**src/rtl/ddrseq_pkg.sv**
```systemverilog
package ddrseq_pkg;

  // Order matters: the run states from ST_CTLUP to ST_DONE are contiguous
  // so the pin decoder can use range compares.
  typedef enum logic [3:0] {
    ST_IDLE    = 4'd0,
    ST_HOLD    = 4'd1,
    ST_GAP     = 4'd2,
    ST_CTLUP   = 4'd3,
    ST_PHYUP   = 4'd4,
    ST_CALGO   = 4'd5,
    ST_CALWT   = 4'd6,
    ST_DRVON   = 4'd7,
    ST_CFG     = 4'd8,
    ST_DEVUP   = 4'd9,
    ST_INITGO  = 4'd10,
    ST_INITWT  = 4'd11,
    ST_SETTLE  = 4'd12,
    ST_PRELOAD = 4'd13,
    ST_DONE    = 4'd14,
    ST_FAIL    = 4'd15
  } seq_st_e;

  localparam int unsigned PRELOAD_WORDS = 8;
  localparam int unsigned WORD_W        = 32;

  function automatic int unsigned imax(input int unsigned a, input int unsigned b);
    return (a > b) ? a : b;
  endfunction

  // Word k (k>0) repeats hex digit 2k in the upper half and 2k-1 in the lower.
  function automatic logic [WORD_W-1:0] preload_word(input logic [2:0] k);
    logic [3:0] lo;
    logic [3:0] hi;
    hi = {k, 1'b0};
    lo = hi - 4'd1;
    if (k == 3'd0) return 32'hCACA_FEFE;
    return {{4{hi}}, {4{lo}}};
  endfunction

endpackage

```
**src/rtl/ddrseq_delay.sv**
```systemverilog
module ddrseq_delay #(
  parameter int CNT_W    = 14,
  parameter int TICK_CYC = 20
) (
  input  logic             clk,
  input  logic             rst,
  input  logic             load,
  input  logic             use_tick,
  input  logic [CNT_W-1:0] len,
  output logic             last
);
  localparam int PRE_W = (TICK_CYC > 1) ? $clog2(TICK_CYC) : 1;
  localparam logic [PRE_W-1:0] PRE_TOP = PRE_W'(TICK_CYC - 1);

  logic [CNT_W-1:0] units_q;
  logic [PRE_W-1:0] pre_q;
  logic             tick_mode_q;

  always_ff @(posedge clk) begin
    if (rst) begin
      units_q     <= '0;
      pre_q       <= '0;
      tick_mode_q <= 1'b0;
    end else if (load) begin
      units_q     <= len - CNT_W'(1);
      pre_q       <= use_tick ? PRE_TOP : '0;
      tick_mode_q <= use_tick;
    end else if (pre_q == '0) begin
      if (units_q != '0) units_q <= units_q - CNT_W'(1);
      pre_q <= tick_mode_q ? PRE_TOP : '0;
    end else begin
      pre_q <= pre_q - PRE_W'(1);
    end
  end

  // The window ends on the final cycle of the final unit.
  assign last = (units_q == '0) && (pre_q == '0);

endmodule

```
**src/rtl/ddrseq_fsm.sv**
```systemverilog
module ddrseq_fsm
  import ddrseq_pkg::*;
#(
  parameter int CNT_W        = 14,
  parameter int STEP_W       = 4,
  parameter int PAUSE_CYC    = 8,
  parameter int DEVRST_TICKS = 10000,
  parameter int SETTLE_TICKS = 10000,
  parameter int CFG_REGS     = 10
) (
  input  logic              clk,
  input  logic              rst,
  input  logic              start,
  input  logic              dly_last,
  input  logic              zcal_busy,
  input  logic              zcal_err,
  input  logic              init_done,
  output seq_st_e           st_q,
  output seq_st_e           st_d,
  output logic [STEP_W-1:0] step_d,
  output logic              dly_load,
  output logic              dly_tick,
  output logic [CNT_W-1:0]  dly_len
);
  localparam logic [STEP_W-1:0] CFG_LAST  = STEP_W'(CFG_REGS - 1);
  localparam logic [STEP_W-1:0] WORD_LAST = STEP_W'(PRELOAD_WORDS - 1);

  logic [STEP_W-1:0] step_q;

  always_comb begin
    st_d   = st_q;
    step_d = step_q;
    unique case (st_q)
      ST_IDLE, ST_DONE, ST_FAIL: if (start) st_d = ST_HOLD;
      ST_HOLD:   if (dly_last) st_d = ST_GAP;
      ST_GAP:    if (dly_last) st_d = ST_CTLUP;
      ST_CTLUP:  if (dly_last) st_d = ST_PHYUP;
      ST_PHYUP:  if (dly_last) st_d = ST_CALGO;
      ST_CALGO:  st_d = ST_CALWT;
      ST_CALWT:  if (!zcal_busy) st_d = zcal_err ? ST_FAIL : ST_DRVON;
      ST_DRVON: begin
        st_d   = ST_CFG;
        step_d = '0;
      end
      ST_CFG: begin
        if (step_q == CFG_LAST) st_d = ST_DEVUP;
        else step_d = step_q + STEP_W'(1);
      end
      ST_DEVUP:  if (dly_last) st_d = ST_INITGO;
      ST_INITGO: st_d = ST_INITWT;
      ST_INITWT: if (init_done) st_d = ST_SETTLE;
      ST_SETTLE: begin
        if (dly_last) begin
          st_d   = ST_PRELOAD;
          step_d = '0;
        end
      end
      ST_PRELOAD: begin
        if (step_q == WORD_LAST) st_d = ST_DONE;
        else step_d = step_q + STEP_W'(1);
      end
      default: st_d = ST_IDLE;
    endcase
  end

  // Delay window is armed on entry to each timed state.
  always_comb begin
    dly_load = (st_d != st_q);
    dly_tick = 1'b0;
    dly_len  = CNT_W'(1);
    case (st_d)
      ST_HOLD, ST_DEVUP: begin
        dly_tick = 1'b1;
        dly_len  = CNT_W'(DEVRST_TICKS);
      end
      ST_SETTLE: begin
        dly_tick = 1'b1;
        dly_len  = CNT_W'(SETTLE_TICKS);
      end
      ST_GAP, ST_CTLUP, ST_PHYUP: dly_len = CNT_W'(PAUSE_CYC);
      default: ;
    endcase
  end

  always_ff @(posedge clk) begin
    if (rst) begin
      st_q   <= ST_IDLE;
      step_q <= '0;
    end else begin
      st_q   <= st_d;
      step_q <= step_d;
    end
  end

endmodule

```
**src/rtl/ddrseq_outreg.sv**
```systemverilog
module ddrseq_outreg
  import ddrseq_pkg::*;
#(
  parameter int STEP_W = 4,
  parameter int IDX_W  = 4,
  parameter int ADDR_W = 5,
  parameter int FCNT_W = 8
) (
  input  logic              clk,
  input  logic              rst,
  input  seq_st_e           st_q,
  input  seq_st_e           st_d,
  input  logic [STEP_W-1:0] step_d,
  output logic              phy_rst,
  output logic              ctl_rst,
  output logic              dev_rst_n,
  output logic              sstl_en,
  output logic [2:0]        drv_oe,
  output logic              zcal_start,
  output logic              reg_ld,
  output logic [IDX_W-1:0]  reg_idx,
  output logic              init_go,
  output logic              mem_we,
  output logic [ADDR_W-1:0] mem_addr,
  output logic [WORD_W-1:0] mem_wdata,
  output logic              done,
  output logic              fail,
  output logic [FCNT_W-1:0] fail_cnt
);
  logic in_run;
  logic phy_up, drv_up, dev_up;

  // Pins are decoded from the next state so they change on the same edge
  // as the state register and still come straight out of flops.
  always_comb begin
    in_run = (st_d >= ST_CTLUP) && (st_d <= ST_DONE);
    phy_up = (st_d >= ST_PHYUP) && (st_d <= ST_DONE);
    drv_up = (st_d >= ST_DRVON) && (st_d <= ST_DONE);
    dev_up = (st_d >= ST_DEVUP) && (st_d <= ST_DONE);
  end

  always_ff @(posedge clk) begin
    if (rst) begin
      phy_rst    <= 1'b1;
      ctl_rst    <= 1'b1;
      dev_rst_n  <= 1'b0;
      sstl_en    <= 1'b0;
      drv_oe     <= '0;
      zcal_start <= 1'b0;
      reg_ld     <= 1'b0;
      reg_idx    <= '0;
      init_go    <= 1'b0;
      mem_we     <= 1'b0;
      mem_addr   <= '0;
      mem_wdata  <= '0;
      done       <= 1'b0;
      fail       <= 1'b0;
      fail_cnt   <= '0;
    end else begin
      ctl_rst    <= !in_run;
      phy_rst    <= !phy_up;
      sstl_en    <= phy_up;
      drv_oe     <= {3{drv_up}};
      dev_rst_n  <= dev_up;
      zcal_start <= (st_d == ST_CALGO);
      init_go    <= (st_d == ST_INITGO);
      reg_ld     <= (st_d == ST_CFG);
      reg_idx    <= (st_d == ST_CFG) ? IDX_W'(step_d) : '0;
      mem_we     <= (st_d == ST_PRELOAD);
      mem_addr   <= (st_d == ST_PRELOAD) ? ADDR_W'({step_d, 2'b00}) : '0;
      mem_wdata  <= (st_d == ST_PRELOAD) ? preload_word(step_d[2:0]) : '0;
      done       <= (st_d == ST_DONE);
      fail       <= (st_d == ST_FAIL);
      if (st_d == ST_FAIL && st_q != ST_FAIL) fail_cnt <= fail_cnt + FCNT_W'(1);
    end
  end

endmodule

```
**src/rtl/ddrseq_top.sv**
```systemverilog
module ddrseq_top
  import ddrseq_pkg::*;
#(
  parameter int TICK_CYC     = 20,
  parameter int PAUSE_CYC    = 8,
  parameter int DEVRST_TICKS = 10000,
  parameter int SETTLE_TICKS = 10000,
  parameter int CFG_REGS     = 10,
  parameter int CODE_W       = 3,
  parameter int DRV_CODE     = 7,
  parameter int ODT_CODE     = 7,
  parameter int ADDR_W       = 5,
  parameter int FCNT_W       = 8
) (
  input  logic                        clk,
  input  logic                        rst,
  input  logic                        start,
  input  logic                        zcal_busy,
  input  logic                        zcal_err,
  input  logic                        init_done,
  output logic                        phy_rst,
  output logic                        ctl_rst,
  output logic                        dev_rst_n,
  output logic                        sstl_en,
  output logic [2:0]                  drv_oe,
  output logic                        zcal_start,
  output logic [CODE_W-1:0]           zcal_drv,
  output logic [CODE_W-1:0]           zcal_odt,
  output logic                        reg_ld,
  output logic [$clog2(CFG_REGS)-1:0] reg_idx,
  output logic                        init_go,
  output logic                        mem_we,
  output logic [ADDR_W-1:0]           mem_addr,
  output logic [31:0]                 mem_wdata,
  output logic                        done,
  output logic                        fail,
  output logic [FCNT_W-1:0]           fail_cnt
);
  localparam int MAX_LEN = imax(imax(DEVRST_TICKS, SETTLE_TICKS), PAUSE_CYC);
  localparam int CNT_W   = $clog2(MAX_LEN + 1);
  localparam int STEP_W  = $clog2(imax(CFG_REGS, PRELOAD_WORDS));
  localparam int IDX_W   = $clog2(CFG_REGS);

  seq_st_e           st_q, st_d;
  logic [STEP_W-1:0] step_d;
  logic              dly_load, dly_tick, dly_last;
  logic [CNT_W-1:0]  dly_len;

  assign zcal_drv = CODE_W'(DRV_CODE);
  assign zcal_odt = CODE_W'(ODT_CODE);

  ddrseq_fsm #(
    .CNT_W(CNT_W), .STEP_W(STEP_W), .PAUSE_CYC(PAUSE_CYC),
    .DEVRST_TICKS(DEVRST_TICKS), .SETTLE_TICKS(SETTLE_TICKS), .CFG_REGS(CFG_REGS)
  ) u_fsm (
    .clk(clk), .rst(rst), .start(start), .dly_last(dly_last),
    .zcal_busy(zcal_busy), .zcal_err(zcal_err), .init_done(init_done),
    .st_q(st_q), .st_d(st_d), .step_d(step_d),
    .dly_load(dly_load), .dly_tick(dly_tick), .dly_len(dly_len)
  );

  ddrseq_delay #(.CNT_W(CNT_W), .TICK_CYC(TICK_CYC)) u_dly (
    .clk(clk), .rst(rst), .load(dly_load), .use_tick(dly_tick),
    .len(dly_len), .last(dly_last)
  );

  ddrseq_outreg #(
    .STEP_W(STEP_W), .IDX_W(IDX_W), .ADDR_W(ADDR_W), .FCNT_W(FCNT_W)
  ) u_out (
    .clk(clk), .rst(rst), .st_q(st_q), .st_d(st_d), .step_d(step_d),
    .phy_rst(phy_rst), .ctl_rst(ctl_rst), .dev_rst_n(dev_rst_n),
    .sstl_en(sstl_en), .drv_oe(drv_oe), .zcal_start(zcal_start),
    .reg_ld(reg_ld), .reg_idx(reg_idx), .init_go(init_go),
    .mem_we(mem_we), .mem_addr(mem_addr), .mem_wdata(mem_wdata),
    .done(done), .fail(fail), .fail_cnt(fail_cnt)
  );

endmodule

```
**config.mk**
```make
export PLATFORM = sky130hd
export DESIGN_NAME = ddrseq_top
export DESIGN_NICKNAME = d
export VERILOG_FILES = /design/src/rtl/ddrseq_pkg.sv /design/src/rtl/ddrseq_delay.sv /design/src/rtl/ddrseq_fsm.sv /design/src/rtl/ddrseq_outreg.sv /design/src/rtl/ddrseq_top.sv
export SDC_FILE = /design/constraint.sdc
export NUM_CORES = 1
export LEC_CHECK = 0
export CORE_ASPECT_RATIO = 1.1
export CORE_UTILIZATION = 50
export DETAILED_ROUTE_END_ITERATION = 7
export DONT_BUFFER_PORTS = 1
export GPL_ROUTABILITY_DRIVEN = 0
export PLACE_DENSITY = 0.62
export SLEW_MARGIN = 40
export SYNTH_ARGS = -nofsm -noshare
export SYNTH_HDL_FRONTEND = slang
export SYNTH_SLANG_ARGS = --single-unit
```
**constraint.sdc**
```tcl
create_clock -name clk -period 4.6 [get_ports clk]
set_input_delay 0.69 -clock clk [delete_from_list [all_inputs] [get_ports clk]]
set_output_delay 0.69 -clock clk [all_outputs]
set_load 0.05 [all_outputs]
```
==> impl_metrics.json, run 1 <==
{
  "status": "completed",
  "grt_pass1_wl_mm": 11.3,
  "yosys_warnings": 0,
  "synthMuxAreaShare_pct": 1.31,
  "drtPass1Iterations": 4,
  "relSlewSlack_pct": 59.5,
  "grtUsageTotal_pct": 21.0,
  "syn_avg_cell_area_um2": 8.36,
  "power.leakage_nw": 1.37,
  "clockBufferDepth": 2,
  "clk_latency_ns": 0.34,
  "crit_buf_inv": 0,
  "fp-row-count": 30,
  "critPathMaxStageDelay_ns": 0.48,
  "end_kind": "register",
  "layout.area.seq_um2": 1300,
  "nNetsFinal": 395,
  "rrSetupSlack_ns": 0.91,
  "r2r-start": "u_dly.units_q[0]$_SDFFE_PP0P_",
  "synthCells": 401,
  "drc": 0,
  "cts-resized-gates": 0,
  "synth_area_um2": 3350,
  "finalSetupViolations": 0,
  "hold_slack_ns": 0.417,
  "portBuffers": 0,
  "hold_path_end": "u_dly.units_q[2]$_SDFFE_PP0P_",
  "fillers": 604,
  "ys_async_sr_fraction_pct": 0,
  "dieArea_um2": 7040,
  "grt-ovfl-total": 0,
  "clock_skew_ns": 0.0103,
  "drt_iter0_markers": 189,
  "worstHoldPathType": "input port to register",
  "layout_min_cycle_time_ns": 3.69,
  "power_density_nw_per_um2": 734,
  "synthAdderAreaFrac_pct": 3.36,
  "crit_top_cell": "a21oi_2",
  "fmax_mhz": 271,
  "antenna_cells": 0,
  "wl_mm": 6.63,
  "ant_nets": 0,
  "h-tree-depth": 3,
  "synth-edff-count": 0,
  "timing.final.crit_share_pct": 80.2,
  "grt_pass1_vias": 2399,
  "holdPathStages": 1,
  "drv_cap": 0,
  "seq_area_frac_synth_pct": 38.2,
  "synth_compound_area_share_pct": 17.6,
  "r2r-end": "u_dly.units_q[4]$_SDFFE_PP0P_",
  "cts-buffers-inserted": 9,
  "fp.dieW_um": 80.1,
  "synth_area_leaders": "dfxtp_1 38%, buf_4 7.4%, nor2_1 6.2%",
  "cts.clk_slew.worst_paths_ns": 0.07,
  "tightest_slew_ns": 0.606,
  "synth_top_area_share_pct": 38.2,
  "core_um2": 6310,
  "finalHoldViolations": 0,
  "hold_start": "rst",
  "crit_fanout": 16,
  "multi_input_area_um2": 1730,
  "grt_max_degree": 34,
  "initial_utilization_pct": 53.2,
  "totalNegativeSetupSlack_ns": 0,
  "synth_xor_area_share_pct": 3.40,
  "post_cts_buffers": 0,
  "syn_to_final_growth_pct": 3.25,
  "die_y_um": 87.9,
  "synth_ff_type": "dfxtp_1",
  "synth_top_area_cell": "dfxtp_1",
  "ir_drop_mv": 0.415,
  "vias_per_cell": 5.64,
  "rsz0062_at_grt": "no",
  "drive_gt1_share_pct": 14.3,
  "critPathKind": "register to register",
  "crit_slowest_cell": "nor4_1",
  "post-route-util_pct": 54.9,
  "dp_hpwl_mm": 4.64,
  "wire_per_inst_um": 14.2,
  "yosysUniqueCellTypes": 67,
  "holdBufCountCts": 0,
  "crit_required_ns": 4.87,
  "vias": 2624,
  "grt_antenna_before_repair": 0,
  "yosysMostFrequentCell": "dfxtp_1",
  "root_buffer": "clkbuf_8",
  "crit_family": "simple AND/OR/NAND/NOR gates",
  "cp_data_arrival_time_ns": 3.96,
  "r2r_cells": 11,
  "synth_top_family_by_area": "simple AND/OR/NAND/NOR gates",
  "yosys-top-cells-count": "64 x dfxtp_1, 55 x nor2_1, 33 x buf_4, 33 x nand2_1, 29 x a21oi_1",
  "slew_violations": 0,
  "ys_seq_elements": 64,
  "yosys.area_share.simple_pct": 24.3,
  "cts_sinks": 64,
  "path_cells": "nor4_1 -> and4b_1 -> a211oi_1 -> or3b_4 -> and4_1 -> a21boi_1 -> ha_1 -> o21ai_0 -> a21oi_2 -> mux2_2 -> a21oi_2",
  "worst_setup_path_start_kind": "register",
  "cts_tree": "built",
  "pin_count": 74
}
-- state kept, by name, indices dropped and copies added (netlist names), 3 cells and up --
signal	count
u_out.reg_idx	4
u_out.mem_wdata	10
u_dly.pre_q	5
u_out.mem_addr	3
u_out.fail_cnt	8
u_dly.units_q	14
u_fsm.step_q	4
u_fsm.st_q	4
-- how the worst max path moves through the flow --
stage,start,to,slack (ns),depth (start not counted)
4_1_cts,u_dly.pre_q[0]$_SDFF_PP0_,u_dly.units_q[4]$_SDFFE_PP0P_,0.90,13
3_5_place_dp,u_dly.units_q[0]$_SDFFE_PP0P_,u_dly.units_q[4]$_SDFFE_PP0P_,0.94,11
5_1_grt,u_fsm.st_q[3]$_SDFF_PP0_,u_dly.units_q[4]$_SDFFE_PP0P_,0.54,12
3_3_place_gp,u_dly.pre_q[0]$_SDFF_PP0_,u_dly.units_q[10]$_SDFFE_PP0P_,1.02,13
2_1_floorplan,u_dly.pre_q[0]$_SDFF_PP0_,u_dly.units_q[4]$_SDFFE_PP0P_,1.28,15
6_report,u_dly.units_q[0]$_SDFFE_PP0P_,u_dly.units_q[4]$_SDFFE_PP0P_,0.91,11
-- metal layers --
layer / vias to the layer above / GRT usage, % / share of wire (%) / wire [um]
li1: 1315 / - / - / -
met1: 1205 / 25.3 / 45 / 2970
met2: 92 / 35.0 / 47 / 3150
met3: 12 / 5.00 / 5.6 / 370
met4: 0 / 10.2 / 2.1 / 139
met5: - / 0 / 0 / 0
-- cells in the final DEF (no fill, tap or decap), types with 4 or more instances in the layout --
cell type   n
nor2_1     55
dfxtp_1    54
nand2_1    33
a21oi_1    29
inv_1      16
o21ai_0    12
conb_1     12
nand3_1    11
clkbuf_8   11
ha_1        9
xnor2_1     7
nor3_1      7
nand2b_1    6
xor2_1      6
buf_4       6
dfxtp_2     6
and2_1      5
nor4_1      5
a211oi_1    5
o211ai_1    5
or3_1       4
dfxtp_4     4
-- metrics by stage --
step                setup WS (ns)  std cells  total power, W  instance area [um^2]
global placement             1.02        449         0.00199                  3210
detailed placement          0.941        449         0.00200                  3240
finish                      0.913        465         0.00254                  3460
CTS                         0.903        465         0.00255                  3460
global route                0.543        465         0.00277                  3460
floorplan                    1.28        411         0.00179                  3390
-- kinds of logic after synthesis --
family,count (synthesis)
compound gates,87
xor+xnor,13
mux,4
fa+ha+maj,9
other cells,2
flops,64
simple gates,158
buf+inv,64
-- power breakdown --
part           internal [W]  leakage, nW  total [W]  switching (W)
logic              0.000491        0.730    0.00125       0.000755
clock network      0.000335        0.114   0.000541       0.000206
registers          0.000631        0.525   0.000754       0.000124
total               0.00146         1.37    0.00254        0.00108
-- cell type report --
| cell class | count | share of cell area, % |
|---|---|---|
| tap | 80 | 2.89 |
| timing repair buffer | 6 | 1.30 |
| clock buffer | 13 | 4.59 |
| clock inverter | 3 | 1.88 |
| multi-input combinational | 283 | 49.9 |
| inverter | 16 | 1.74 |
| sequential | 64 | 37.7 |
Power figures use the tool's default switching activity.
==> run 2: changes to the inputs <==
--- a/config.mk
+++ b/config.mk
@@ -5,12 +5,13 @@
 export SDC_FILE = /design/constraint.sdc
 export NUM_CORES = 1
 export LEC_CHECK = 0
+export ABC_AREA = 1
 export CORE_ASPECT_RATIO = 1.1
 export CORE_UTILIZATION = 50
 export DETAILED_ROUTE_END_ITERATION = 7
 export DONT_BUFFER_PORTS = 1
 export GPL_ROUTABILITY_DRIVEN = 0
-export PLACE_DENSITY = 0.62
+export PLACE_DENSITY = 0.65
 export SLEW_MARGIN = 40
 export SYNTH_ARGS = -nofsm -noshare
 export SYNTH_HDL_FRONTEND = slang
==> constraint.sdc (replaced) <==
create_clock -name clk -period 3.3 [get_ports clk]
set_input_delay 0.495 -clock clk [delete_from_list [all_inputs] [get_ports clk]]
set_output_delay 0.495 -clock clk [all_outputs]
set_load 0.05 [all_outputs]
==> impl_metrics.json, run 2 <==
{
  "cts.clk_slew.worst_paths_ns": 0.08,
  "critPathKind": "register to register",
  "timing.final.crit_share_pct": 87.0,
  "portBuffers": 0,
  "synth_ff_type": "dfxtp_1",
  "clock_skew_ns": 0.0109,
  "synth_area_um2": 3640,
  "use_met2_pct": 36.3,
  "die_y_um": 91.5,
  "tightest_slew_ns": 0.609,
  "cts_tree": "built",
  "finalSetupViolations": 0,
  "cts-resized-gates": 0,
  "yosysMostFrequentCell": "nand2_1",
  "place_area_um2": 3500,
  "status": "completed",
  "mostFrequentLayoutCell": "nand2_1",
  "end_kind": "register",
  "largest_register": "u_dly.units_q",
  "totalNegativeSetupSlack_ns": 0,
  "yosys_warnings": 0,
  "met3_usage_pct": 4.36,
  "fp.dieW_um": 83.4,
  "placed_cells": 554,
  "post_cts_buffers": 0,
  "grt-ovfl-total": 0,
  "use_met1_pct": 23.1,
  "core_um2": 7050,
  "synthMuxAreaShare_pct": 0,
  "synthCells": 498,
  "pin_count": 74,
  "holdBufCountCts": 0,
  "synthAdderAreaFrac_pct": 3.09,
  "drive_gt1_share_pct": 18.6,
  "yosys-top-cells-count": "89 x nand2_1, 64 x dfxtp_1, 63 x nor2_1, 60 x inv_1, 34 x buf_4",
  "grt_max_degree": 24,
  "drc": 0,
  "yosysUniqueCellTypes": 44,
  "instances_no_fill": 570,
  "synth_top_area_cell": "dfxtp_1",
  "clockBufferDepth": 2,
  "hold_slack_ns": 0.211,
  "antenna_cells": 0,
  "cts-buffers-inserted": 9,
  "drt_iter0_markers": 172,
  "ir_drop_mv": 0.616,
  "synth-edff-count": 0,
  "worst_setup_path_start_kind": "register",
  "synth_top_family_by_area": "simple AND/OR/NAND/NOR gates",
  "grt_pass1_vias": 2654,
  "dp_hpwl_mm": 5.43,
  "slew_violations": 0,
  "cp_data_arrival_time_ns": 3.12,
  "nNetsFinal": 495,
  "drtPass1Iterations": 5,
  "yosys.area_share.simple_pct": 35.1,
  "vias": 2875,
  "grt_pass1_wl_mm": 12.2,
  "fmax_mhz": 348,
  "largest_reg_flops": 14,
  "syn_avg_cell_area_um2": 7.31,
  "clk_latency_ns": 0.35,
  "power_density_nw_per_um2": 1090,
  "grtUsageTotal_pct": 20.2,
  "fin_ws_ns": 0.428,
  "ys_async_sr_fraction_pct": 0,
  "root_buffer": "clkbuf_8",
  "synth_area_leaders": "dfxtp_1 35%, nand2_1 9.2%, buf_4 7.0%",
  "place_ws_ns": 0.475,
  "design_area_um2": 3720,
  "largestRegisters": "u_dly.units_q: 14 flops, u_out.mem_wdata: 10 flops, u_out.fail_cnt: 8 flops",
  "crit_required_ns": 3.54,
  "drv_cap": 0,
  "wl_mm": 7.25,
  "ant_nets": 0,
  "grt_antenna_before_repair": 0,
  "busiest_layer": "met2",
  "dieArea_um2": 7630,
  "vias_per_cell": 5.04,
  "wire_per_inst_um": 12.7,
  "crit_fanout": 9,
  "h-tree-depth": 3,
  "mostFrequentLayoutCells": "89 x nand2_1, 63 x nor2_1, 60 x inv_1",
  "synth_top_area_share_pct": 35.2,
  "relSlewSlack_pct": 59.3,
  "finalHoldViolations": 0,
  "initial_utilization_pct": 51.7,
  "fp-row-count": 32,
  "rsz0062_at_grt": "no",
  "worstHoldPathType": "input port to register",
  "power.leakage_nw": 1.88,
  "synth_compound_area_share_pct": 8.73,
  "seq_area_frac_synth_pct": 35.2,
  "syn_to_final_growth_pct": 2.30,
  "synth_xor_area_share_pct": 1.20,
  "ys_seq_elements": 64,
  "cts_sinks": 64,
  "layout_min_cycle_time_ns": 2.87
}
-- run 2: layout make-up --
class / count / area, um^2
flip-flops and latches: 64 / 1300
clock inverters: 7 / 103
well taps: 85 / 106
repair buffers: 5 / 37.5
clock buffers: 9 / 124
fillers: 690 / 3320
inverters: 67 / 254
multi-input cells: 333 / 1800
-- run 2: worst max-delay path, cell delays in order, from the launching register on --
cell and delay (ns):
dfxtp_1 0.56, nand2_1 0.18, nor2_1 0.28, nand4_1 0.16, nand3_2 0.17, inv_2 0.06
a21oi_1 0.15, nand2_1 0.11, nand3_1 0.16, nand2_1 0.08, inv_1 0.06, ha_1 0.16
nand2_1 0.09, nor2_4 0.19, nand2_2 0.08, inv_2 0.05, nand2_1 0.06, nor2_1 0.11
nor2_1 0.05
-- run 2: path summary, 6_finish.rpt --
kind | cells after the start | start | endpoint | slack (ns)
min | 1 | rst | u_dly.tick_mode_q$_SDFFE_PP0P_ | 0.21
max | 18 | u_fsm.st_q[0]$_SDFF_PP0_ | u_dly.units_q[12]$_SDFFE_PP0P_ | 0.43
max reg2reg | 18 | u_fsm.st_q[0]$_SDFF_PP0_ | u_dly.units_q[12]$_SDFFE_PP0P_ | 0.43
min reg2reg | 2 | u_dly.tick_mode_q$_SDFFE_PP0P_ | u_dly.tick_mode_q$_SDFFE_PP0P_ | 0.46
-- run 2: cell families (layout without fill, tap and decap cells) --
group,after synthesis,after routing
buffers and inverters,111,88
AND/OR/NAND/NOR,252,252
XOR/XNOR,5,5
other,2,12
adder cells (fa/ha/maj),9,9
flip-flops,64,64
AO/OA/AOI/OAI,55,55
-- run 2: report_power, final --
part | switching [W] | internal (W) | leakage, nW | total (W)
clock network | 0.000324 | 0.000433 | 0.110 | 0.000757
registers | 0.000118 | 0.000887 | 0.526 | 0.00100
logic | 0.00154 | 0.000754 | 1.25 | 0.00230
total | 0.00199 | 0.00207 | 1.88 | 0.00406
-- run 2: metrics by stage --
step           power (W)  utilization (%)
6_report         0.00406             52.8
2_1_floorplan    0.00305                -
5_1_grt          0.00444             52.8
3_5_place_dp     0.00330             49.6
3_3_place_gp     0.00327             49.4
4_1_cts          0.00407             52.8
-- run 2: per-layer routing --
| metal | vias to the layer above | part of all wire, % |
|---|---|---|
| li1 | 1500 | - |
| met1 | 1297 | 43 |
| met2 | 67 | 51 |
| met3 | 11 | 4.3 |
| met4 | 0 | 1.7 |
| met5 | - | 0 |
